--- config.mk ---
export PLATFORM = sky130hd
export DESIGN_NAME = rs_cluster
export DESIGN_NICKNAME = d
export VERILOG_FILES = /design/src/rtl/rs_pkg.sv /design/src/rtl/rs_prio_pick.sv /design/src/rtl/rs_regstat.sv /design/src/rtl/rs_station.sv /design/src/rtl/rs_cluster.sv
export SDC_FILE = /design/constraint.sdc
export NUM_CORES = 2
export LEC_CHECK = 0
export ABC_AREA = 1
export CAP_MARGIN = 25
export CORE_ASPECT_RATIO = 1.1
export CORE_MARGIN = 2
export CORE_UTILIZATION = 45
export CTS_BUF_LIST = sky130_fd_sc_hd__clkbuf_8
export CTS_CLUSTER_SIZE = 28
export DETAILED_ROUTE_END_ITERATION = 8
export GPL_ROUTABILITY_DRIVEN = 0
export PLACE_DENSITY = 0.63
export SYNTH_ARGS = -nofsm -noshare
export SYNTH_HDL_FRONTEND = slang
export SYNTH_SLANG_ARGS = --single-unit
--- constraint.sdc ---
create_clock -name clk -period 11.4 [get_ports clk]
set_input_delay 1.71 -clock clk [delete_from_list [all_inputs] [get_ports clk]]
set_output_delay 1.71 -clock clk [all_outputs]
set_load 0.02 [all_outputs]
--- src/rtl/rs_pkg.sv ---
package rs_pkg;
    localparam int TAG_W = 4;
    typedef logic [TAG_W-1:0] tag_t;
    localparam tag_t NO_TAG = '0;
    typedef enum logic [1:0] {ST_FREE, ST_WAIT, ST_EXEC, ST_DONE} rs_state_e;
endpackage

--- src/rtl/rs_prio_pick.sv ---
module rs_prio_pick #(
    parameter int N = 4
) (
    input  logic [N-1:0] req,
    output logic [N-1:0] gnt
);
    logic taken;

    always_comb begin
        gnt   = '0;
        taken = 1'b0;
        for (int i = 0; i < N; i++) begin
            if (req[i] && !taken) begin
                gnt[i] = 1'b1;
                taken  = 1'b1;
            end
        end
    end
endmodule

--- src/rtl/rs_regstat.sv ---
module rs_regstat import rs_pkg::*; #(
    parameter int NREG = 8,
    parameter int DW   = 16,
    localparam int IW  = $clog2(NREG)
) (
    input  logic          clk,
    input  logic          rst_n,
    input  logic [IW-1:0] ra_idx,
    input  logic [IW-1:0] rb_idx,
    input  logic [IW-1:0] rc_idx,
    output logic [DW-1:0] ra_val,
    output tag_t          ra_tag,
    output logic [DW-1:0] rb_val,
    output tag_t          rb_tag,
    output logic [DW-1:0] rc_val,
    output tag_t          rc_tag,
    input  logic          ren_en,
    input  logic [IW-1:0] ren_idx,
    input  tag_t          ren_tag,
    input  logic          bus_valid,
    input  tag_t          bus_tag,
    input  logic [DW-1:0] bus_data
);
    logic [DW-1:0] val_w [NREG];
    tag_t          tag_w [NREG];

    for (genvar g = 0; g < NREG; g++) begin : g_reg
        logic [DW-1:0] v_q;
        tag_t          t_q;

        always_ff @(posedge clk or negedge rst_n) begin
            if (!rst_n) begin
                v_q <= DW'(g + 1);
                t_q <= NO_TAG;
            end else if (ren_en && ren_idx == IW'(g)) begin
                t_q <= ren_tag;
            end else if (bus_valid && t_q != NO_TAG && t_q == bus_tag) begin
                v_q <= bus_data;
                t_q <= NO_TAG;
            end
        end

        assign val_w[g] = v_q;
        assign tag_w[g] = t_q;
    end

    assign ra_val = val_w[ra_idx];
    assign ra_tag = tag_w[ra_idx];
    assign rb_val = val_w[rb_idx];
    assign rb_tag = tag_w[rb_idx];
    assign rc_val = val_w[rc_idx];
    assign rc_tag = tag_w[rc_idx];
endmodule

--- src/rtl/rs_station.sv ---
module rs_station import rs_pkg::*; #(
    parameter int DW     = 16,
    parameter int LAT    = 2,
    parameter bit IS_MUL = 1'b0
) (
    input  logic          clk,
    input  logic          rst_n,
    input  logic          alloc,
    input  logic [DW-1:0] a_val,
    input  tag_t          a_tag,
    input  logic [DW-1:0] b_val,
    input  tag_t          b_tag,
    input  logic          bus_valid,
    input  tag_t          bus_tag,
    input  logic [DW-1:0] bus_data,
    input  logic          grant,
    output logic          free,
    output logic          req,
    output logic [DW-1:0] result
);
    localparam int CW = (LAT > 1) ? $clog2(LAT) : 1;

    rs_state_e     state_q, state_n;
    logic [DW-1:0] opa_q, opa_n, opb_q, opb_n, res_q, res_n, op_out;
    tag_t          qa_q, qa_n, qb_q, qb_n;
    logic [CW-1:0] cnt_q, cnt_n;
    logic          hit_a, hit_b;

    if (IS_MUL) begin : g_mul
        assign op_out = opa_q * opb_q;
    end else begin : g_add
        assign op_out = opa_q + opb_q;
    end

    assign hit_a = bus_valid && (qa_q != NO_TAG) && (qa_q == bus_tag);
    assign hit_b = bus_valid && (qb_q != NO_TAG) && (qb_q == bus_tag);

    always_ff @(posedge clk or negedge rst_n) begin
        if (!rst_n) begin
            state_q <= ST_FREE;
            opa_q   <= '0;
            opb_q   <= '0;
            qa_q    <= NO_TAG;
            qb_q    <= NO_TAG;
            cnt_q   <= '0;
            res_q   <= '0;
        end else begin
            state_q <= state_n;
            opa_q   <= opa_n;
            opb_q   <= opb_n;
            qa_q    <= qa_n;
            qb_q    <= qb_n;
            cnt_q   <= cnt_n;
            res_q   <= res_n;
        end
    end

    always_comb begin
        state_n = state_q;
        opa_n   = opa_q;
        opb_n   = opb_q;
        qa_n    = qa_q;
        qb_n    = qb_q;
        cnt_n   = cnt_q;
        res_n   = res_q;
        unique case (state_q)
            ST_FREE: begin
                if (alloc) begin
                    opa_n = a_val;
                    qa_n  = a_tag;
                    opb_n = b_val;
                    qb_n  = b_tag;
                    if (a_tag == NO_TAG && b_tag == NO_TAG) begin
                        state_n = ST_EXEC;
                        cnt_n   = CW'(LAT - 1);
                    end else begin
                        state_n = ST_WAIT;
                    end
                end
            end
            ST_WAIT: begin
                if (hit_a) begin
                    opa_n = bus_data;
                    qa_n  = NO_TAG;
                end
                if (hit_b) begin
                    opb_n = bus_data;
                    qb_n  = NO_TAG;
                end
                if (qa_n == NO_TAG && qb_n == NO_TAG) begin
                    state_n = ST_EXEC;
                    cnt_n   = CW'(LAT - 1);
                end
            end
            ST_EXEC: begin
                if (cnt_q == '0) begin
                    state_n = ST_DONE;
                    res_n   = op_out;
                end else begin
                    cnt_n = cnt_q - 1'b1;
                end
            end
            ST_DONE: begin
                if (grant) state_n = ST_FREE;
            end
        endcase
    end

    assign free   = (state_q == ST_FREE);
    assign req    = (state_q == ST_DONE);
    assign result = res_q;
endmodule

--- src/rtl/rs_cluster.sv ---
module rs_cluster import rs_pkg::*; #(
    parameter int NREG    = 8,
    parameter int DW      = 16,
    parameter int N_ADD   = 3,
    parameter int N_MUL   = 2,
    parameter int ADD_LAT = 2,
    parameter int MUL_LAT = 3,
    localparam int IW     = $clog2(NREG)
) (
    input  logic             clk,
    input  logic             rst_n,
    input  logic             iss_valid,
    input  logic             iss_kind,
    input  logic [IW-1:0]    iss_src_a,
    input  logic [IW-1:0]    iss_src_b,
    input  logic [IW-1:0]    iss_dst,
    output logic             iss_ready,
    output logic             bus_valid,
    output logic [TAG_W-1:0] bus_tag,
    output logic [DW-1:0]    bus_data,
    input  logic [IW-1:0]    rd_idx,
    output logic [DW-1:0]    rd_data,
    output logic [TAG_W-1:0] rd_tag
);
    localparam int NST = N_ADD + N_MUL;

    logic [DW-1:0]  ra_val, rb_val, opa_val, opb_val;
    tag_t           ra_tag, rb_tag, opa_tag, opb_tag, new_tag;
    logic [NST-1:0] st_free, st_req, bus_grant, st_alloc;
    logic [N_ADD-1:0] pick_add;
    logic [N_MUL-1:0] pick_mul;
    logic [DW-1:0]  st_res [NST];
    logic           fire;

    rs_regstat #(.NREG(NREG), .DW(DW)) u_regs (
        .clk(clk), .rst_n(rst_n),
        .ra_idx(iss_src_a), .rb_idx(iss_src_b), .rc_idx(rd_idx),
        .ra_val(ra_val), .ra_tag(ra_tag),
        .rb_val(rb_val), .rb_tag(rb_tag),
        .rc_val(rd_data), .rc_tag(rd_tag),
        .ren_en(fire), .ren_idx(iss_dst), .ren_tag(new_tag),
        .bus_valid(bus_valid), .bus_tag(bus_tag), .bus_data(bus_data)
    );

    // Operand read with same-cycle bypass from the result bus
    always_comb begin
        opa_val = ra_val;
        opa_tag = ra_tag;
        opb_val = rb_val;
        opb_tag = rb_tag;
        if (bus_valid && ra_tag != NO_TAG && ra_tag == bus_tag) begin
            opa_val = bus_data;
            opa_tag = NO_TAG;
        end
        if (bus_valid && rb_tag != NO_TAG && rb_tag == bus_tag) begin
            opb_val = bus_data;
            opb_tag = NO_TAG;
        end
    end

    rs_prio_pick #(.N(N_ADD)) u_pick_add (.req(st_free[N_ADD-1:0]), .gnt(pick_add));
    rs_prio_pick #(.N(N_MUL)) u_pick_mul (.req(st_free[NST-1:N_ADD]), .gnt(pick_mul));

    assign iss_ready = iss_kind ? |st_free[NST-1:N_ADD] : |st_free[N_ADD-1:0];
    assign fire      = iss_valid && iss_ready;
    assign st_alloc  = !fire    ? '0 :
                       iss_kind ? {pick_mul, {N_ADD{1'b0}}} : {{N_MUL{1'b0}}, pick_add};

    always_comb begin
        new_tag = NO_TAG;
        for (int s = 0; s < NST; s++) begin
            if (st_alloc[s]) new_tag = tag_t'(s + 1);
        end
    end

    rs_prio_pick #(.N(NST)) u_bus_arb (.req(st_req), .gnt(bus_grant));

    assign bus_valid = |st_req;
    always_comb begin
        bus_tag  = NO_TAG;
        bus_data = '0;
        for (int s = 0; s < NST; s++) begin
            if (bus_grant[s]) begin
                bus_tag  = tag_t'(s + 1);
                bus_data = st_res[s];
            end
        end
    end

    for (genvar s = 0; s < NST; s++) begin : g_st
        rs_station #(
            .DW(DW),
            .LAT((s < N_ADD) ? ADD_LAT : MUL_LAT),
            .IS_MUL(s >= N_ADD)
        ) u_st (
            .clk(clk), .rst_n(rst_n), .alloc(st_alloc[s]),
            .a_val(opa_val), .a_tag(opa_tag), .b_val(opb_val), .b_tag(opb_tag),
            .bus_valid(bus_valid), .bus_tag(bus_tag), .bus_data(bus_data),
            .grant(bus_grant[s]), .free(st_free[s]), .req(st_req[s]),
            .result(st_res[s])
        );
    end
endmodule

**Word level (Yosys, flattened, before mapping)**

Index checks and enable logic that the tools add are counted.

- Register bits: 457
- Input port bits: 16
- Output and inout port bits: 42

- $add $sub $neg: 8
- Multiply operators: 2
- Order comparisons: 3
- Equality and inequality tests: 79
- Muxes and demuxes: 186
- Bitwise logic cells: 14
- Reductions and logical operators: 168

Operators with widths:

| operator | count |
|---|---|
| two-way mux 16 bit | 33 |
| case mux 16 bit (2 select lines) | 10 |
| two-way mux 4 bit | 62 |
| binary-select mux 16 bit (select 3 bit) | 3 |
| equality test 4 bit | 20 |
| case mux 4 bit (2 select lines) | 10 |
| nonzero test 4 bit | 20 |
| logical AND 1 bit | 62 |
| two-way mux 2 bit | 26 |
| adder 16 bit | 3 |
| logical NOT 4 bit | 12 |
| inequality test 2 x 1 -> 1 bit (second input constant) | 22 |
| case mux 2 bit (4 select lines) | 5 |
| binary-select mux 4 bit (select 3 bit) | 3 |
| AND reduction 2 bit | 18 |
| multiplier 16 x 16 -> 16 bit | 2 |
| AND reduction 4 bit | 8 |
| inequality test 2 bit (second input constant) | 15 |
| AND reduction 3 bit | 10 |
| two-way mux 1 bit | 27 |
| nonzero test 2 bit | 13 |
| equality test 2 bit (second input constant) | 10 |
| nonzero test 3 bit | 5 |
| logical NOT 2 bit | 7 |
| 18 further kinds | 54 |

**Depth between registers and ports, before layout**

- Depth after elaboration: 23
- Gate-level depth with buffers: 29

**By module**

Synthesis repeated with hierarchy kept, for this count alone.

- Cell total of the unflattened synthesis: 5667
- Area total of the unflattened synthesis: 39240.1 um^2

Modules (own cells, without submodules):

| module | times used | cells each | area an instance (um^2) | sequential area each (um^2) |
|---|---|---|---|---|
| rs_regstat | 1 | 1890 | 12060.3 | 4020.1 |
| rs_station at g_st[0].u_st ... | 3 | 490 | 3709.8 | 1476.4 |
| rs_station at g_st[4].u_st | 1 | 981 | 7250.7 | 1501.4 |
| rs_station at g_st[3].u_st | 1 | 970 | 7173.1 | 1501.4 |
| rs_cluster | 1 | 337 | 1535.2 | 0.0 |
| rs_prio_pick at u_bus_arb | 1 | 11 | 46.3 | 0.0 |
| rs_prio_pick at u_pick_add | 1 | 5 | 27.5 | 0.0 |
| rs_prio_pick at u_pick_mul | 1 | 3 | 17.5 | 0.0 |

**Least setup slack after synthesis**

OpenSTA, ideal clock, no wires.

- Kind: register to register
- Start point: reg g_st[4].u_st.opb_q[1]
- End point: reg g_st[4].u_st.res_q[15]
- Arrival: 5140 ps
- Setup slack: 6142 ps
- Cell stages (with the launch flop): 21
- Clock period less this slack: 5258 ps
- Path through: dfrtp_1 clkbuf_1 clkbuf_1 nand2_1 fa_1 fa_1 fa_1 inv_1 fa_1 fa_1 inv_1 fa_1 inv_1 ha_1 a21o_1 a221oi_1 nand2_1 a31oi_1 nand3_1 nand3_1 nand2_1

- Word-level cells in the longest chain between the ends: 1

Ends and longest elaborated chain:

| what | line | RTL |
|---|---|---|
| start, declared | rs_station.sv:24 | `logic [DW-1:0] opa_q, opa_n, opb_q, opb_n, res_q, res_n, op_out;` |
| start signal, assigned | rs_station.sv:50 | `opb_q <= opb_n;` |
| multiplier 16 x 16 -> 16 bit | rs_station.sv:30 | `assign op_out = opa_q * opb_q;` |
| end signal, assigned | rs_station.sv:54 | `res_q <= res_n;` |
| end, declared | rs_station.sv:24 |  |

Every way passes these cells.
A chain may end at the register's enable or synchronous reset.

**Worst setup path after layout**

- Start point: in rd_idx[1]
- End point: out rd_data[6]

- Word-level cells in the longest chain between the ends: 4

Ends and longest elaborated chain:

| what | line | RTL |
|---|---|---|
| start, declared | rs_cluster.sv:21 | `input logic [IW-1:0] rd_idx,` |
| inverter 3 -> 4 bit (implied by the code) | rs_regstat.sv:51 | `assign rc_val = val_w[rc_idx];` |
| binary-select mux 16 bit (select 3 bit) | rs_regstat.sv:51 |  |
| two-way mux 16 bit (implied by the code) (2 in series) | rs_regstat.sv:51 |  |
| end, declared | rs_cluster.sv:22 | `output logic [DW-1:0] rd_data,` |

Every way passes these cells. The select of a mux whose other input is x is not followed.

==> reports/qor.yml <==
setup_tns_ns: 0
max_cap_viol_count: 0
fmax_ghz: 0.1595
syn_inst: 4833
start_util_pct: 45.40
synthFlopType: "dfrtp_1"
grt_pass1_wl_mm: 181.9
vias_per_cell: 5.529
cts_root_buffer: "clkbuf_8"
dr.first_iter.drc_count: 3000
nets: 5108
cp_slowest_stage_delay_ns: 1.05
ys_seq_area_share_pct: 31.46
startpoint_type: "input pin"
grt_use_total_pct: 28.72
fp.dieH_um: 299.7
post_cts_resized: 0
dp_worst_setup_slack_ns: 5.177
numClockSinks: 449
worst_setup_path_end_kind: "output port"
synthArstFlopShare_pct: 100.0
dp_cells: 5719
synth_top_cells_by_area: "dfrtp_1, nand2_1, fa_1"
overflow: 0
cts_tree: "yes"
cts_buffer_depth: 3
fp.dieArea_mm2: 0.08176
place.port_buffers: 55
path_clk_slew_ns: 0.05
avgSynthCellArea_um2: 7.401
ys_ff_latch: 449
tightest_slew_ns: 1.111
grt_pass1_vias: 31690
crit_required_ns: 9.69
yosysTopAreaCellShare_pct: 30.50
topRoutingLayerUsed: "met5"
ctsHoldBuffers: 0
setup_violations: 0
ctsHtreeMaxLevel: 3
period_minus_slack_ns: 6.268
cp_common_cell: "clkdlybuf4s50_1"
drt-pass1-iter-count: 6
routedWlPerCell_um: 19.96
hpwl_mm: 80.45
instances_no_fill: 5873
syn-cell-area_mm2: 0.03577
status: "complete, no violations"
post-route-period-util_pct: 54.99
rsz0062_at_grt: "no"
drive_gt1_share_pct: 7.810
hold_path_class: "register to register"
grt_max_degree: 117
slew_headroom_pct: 25.92
route.detailed.drc: 0
drtAntennaViolNets: 0
cp_max_fo: 57
crit_type: "input pin to output port"
hold_viol: 0
skew_ns: 0.03991
r2r_setup_slack_ns: 5.65
met2_length_mm: 53.31
io_pins: 58
layout_commonest_cell: "nand2_1"
synth.distinct_cells: 63
post_cts_buffers: 0
maxSlewViolCount: 0
wl_met1_mm: 48.58
die_w_um: 272.8
fp-row-count: 108
slowest_stage: "clkdlybuf4s50_1"
dr_wl_met3_mm: 9.122
yosysWarnings: 0
synth_top_area_cell: "dfrtp_1"
clk_latency_ns: 0.70
worst_slack_ns: 5.132
worstPathCellList: "clkdlybuf4s50_1 -> clkinv_1 -> buf_4 -> a21oi_1 -> a221oi_1 -> a31oi_1 -> clkdlybuf4s50_1"
layout_common_cells: "nand2_1, inv_1, a21oi_1"
totalWireLength_mm: 117.2
synth_edf_count: 0
core_mm2: 0.07878
grt_antenna_before_repair: 2
synthToLayoutAreaGrowth_pct: 7.437
via_count: 32470
critPathArrivalTime_ns: 4.56
cts_buffers: 84
## routing by layer
metal	GRT usage (%)	vias up
met5	0	-
li1	-	15400
met1	37.44	15530
met3	5.119	309
met2	45.62	1228
met4	15.12	2
## cell families after synthesis
kind of cell	Yosys count	synth area share, %
xor gates and xnor gates	96	2.351
DFF	449	31.46
AOI/OAI and AO/OA	1284	20.61
buffers and inverters	1009	11.60
and+or+nand+nor	1662	18.94
adders and majority gates	332	15.03
other	1	0.01048
## final timing paths
path,startpoint,endpoint,depth (start not counted)
setup / recovery,rd_idx[1],rd_data[6],7
hold / removal,g_st[4].u_st.cnt_q[1]$_DFFE_PN0P_,g_st[4].u_st.cnt_q[1]$_DFFE_PN0P_,2
setup reg to reg,g_st[4].u_st.opb_q[1]$_DFFE_PN0P_,g_st[4].u_st.result[15]$_DFFE_PN0P_,19
hold reg to reg,g_st[4].u_st.cnt_q[1]$_DFFE_PN0P_,g_st[4].u_st.cnt_q[1]$_DFFE_PN0P_,2
max in group asynchronous,rst_n,g_st[4].u_st.opb_q[15]$_DFFE_PN0P_,3
min in group asynchronous,rst_n,u_regs.g_reg[3].v_q[0]$_DFFE_PN0P_,1
## synthesized netlist by cell type, types with 5 or more instances
| library cell | number |
|---|---|
| nor2_2 | 7 |
| o31ai_1 | 6 |
| a21o_1 | 8 |
| o21ai_1 | 74 |
| nand2_2 | 12 |
| fa_1 | 163 |
| o21ai_4 | 9 |
| a22o_1 | 11 |
| o2111ai_1 | 5 |
| or2_2 | 9 |
| clkbuf_1 | 151 |
| a221oi_1 | 21 |
| dfstp_2 | 13 |
| o22ai_1 | 33 |
| inv_1 | 715 |
| buf_2 | 60 |
| a21oi_1 | 547 |
| nand3_2 | 5 |
| nand2_4 | 7 |
| nor3_1 | 19 |
| xnor2_1 | 40 |
| nand3_1 | 144 |
| a22oi_1 | 10 |
| a22oi_2 | 12 |
| ha_1 | 169 |
| o21ai_2 | 78 |
| inv_2 | 15 |
| nor2_1 | 272 |
| buf_6 | 20 |
| buf_4 | 18 |
| dfrtp_1 | 436 |
| xor2_1 | 56 |
| nand4_1 | 17 |
| a31oi_1 | 83 |
| o21ai_0 | 361 |
| buf_1 | 18 |
| nand2_1 | 1152 |
| o211ai_1 | 5 |
## worst max-delay path: cells and delay by family
family                 cells  cell delay (ns)
AO/OA/AOI/OAI              3             0.59
buffers and inverters      4             2.24
## sequential cells by signal, indices dropped and copies added (netlist names)
| signal | flops |
|---|---|
| g_st.u_st.result | 80 |
| g_st.u_st.cnt_q | 7 |
| g_st.u_st.opa_q | 80 |
| g_st.u_st.qb_q | 20 |
| g_st.u_st.state_q | 10 |
| u_regs.g.t_q | 24 |
| g_st.u_st.qa_q | 20 |
| u_regs.g.v_q | 128 |
| g_st.u_st.opb_q | 80 |
## layout make-up
| cell class | instances | area [um^2] |
|---|---|---|
| antenna | 1 | 2.502 |
| fill | 7901 | 40350 |
| sequential | 449 | 11250 |
| clock inverter | 43 | 215.2 |
| multi-input combinational | 3376 | 20380 |
| tap | 1045 | 1308 |
| clock buffer | 110 | 1514 |
| inverter | 737 | 2774 |
| timing repair buffer | 112 | 985.9 |
## metrics by stage
stage                     hold WS [ns]  utilization (%)  area [um^2]
after global placement          0.4550            46.56        36680
after global routing            0.4927            48.78        38430
after CTS                       0.4721            48.78        38430
after detailed placement        0.4598            46.58        36700
after floorplan                 0.4419                -        35770
final                           0.4668            48.78        38430
Power is left out: the tool's default activity adds up to more than one toggle a clock period on the data nets, which glitch-free logic cannot reach.
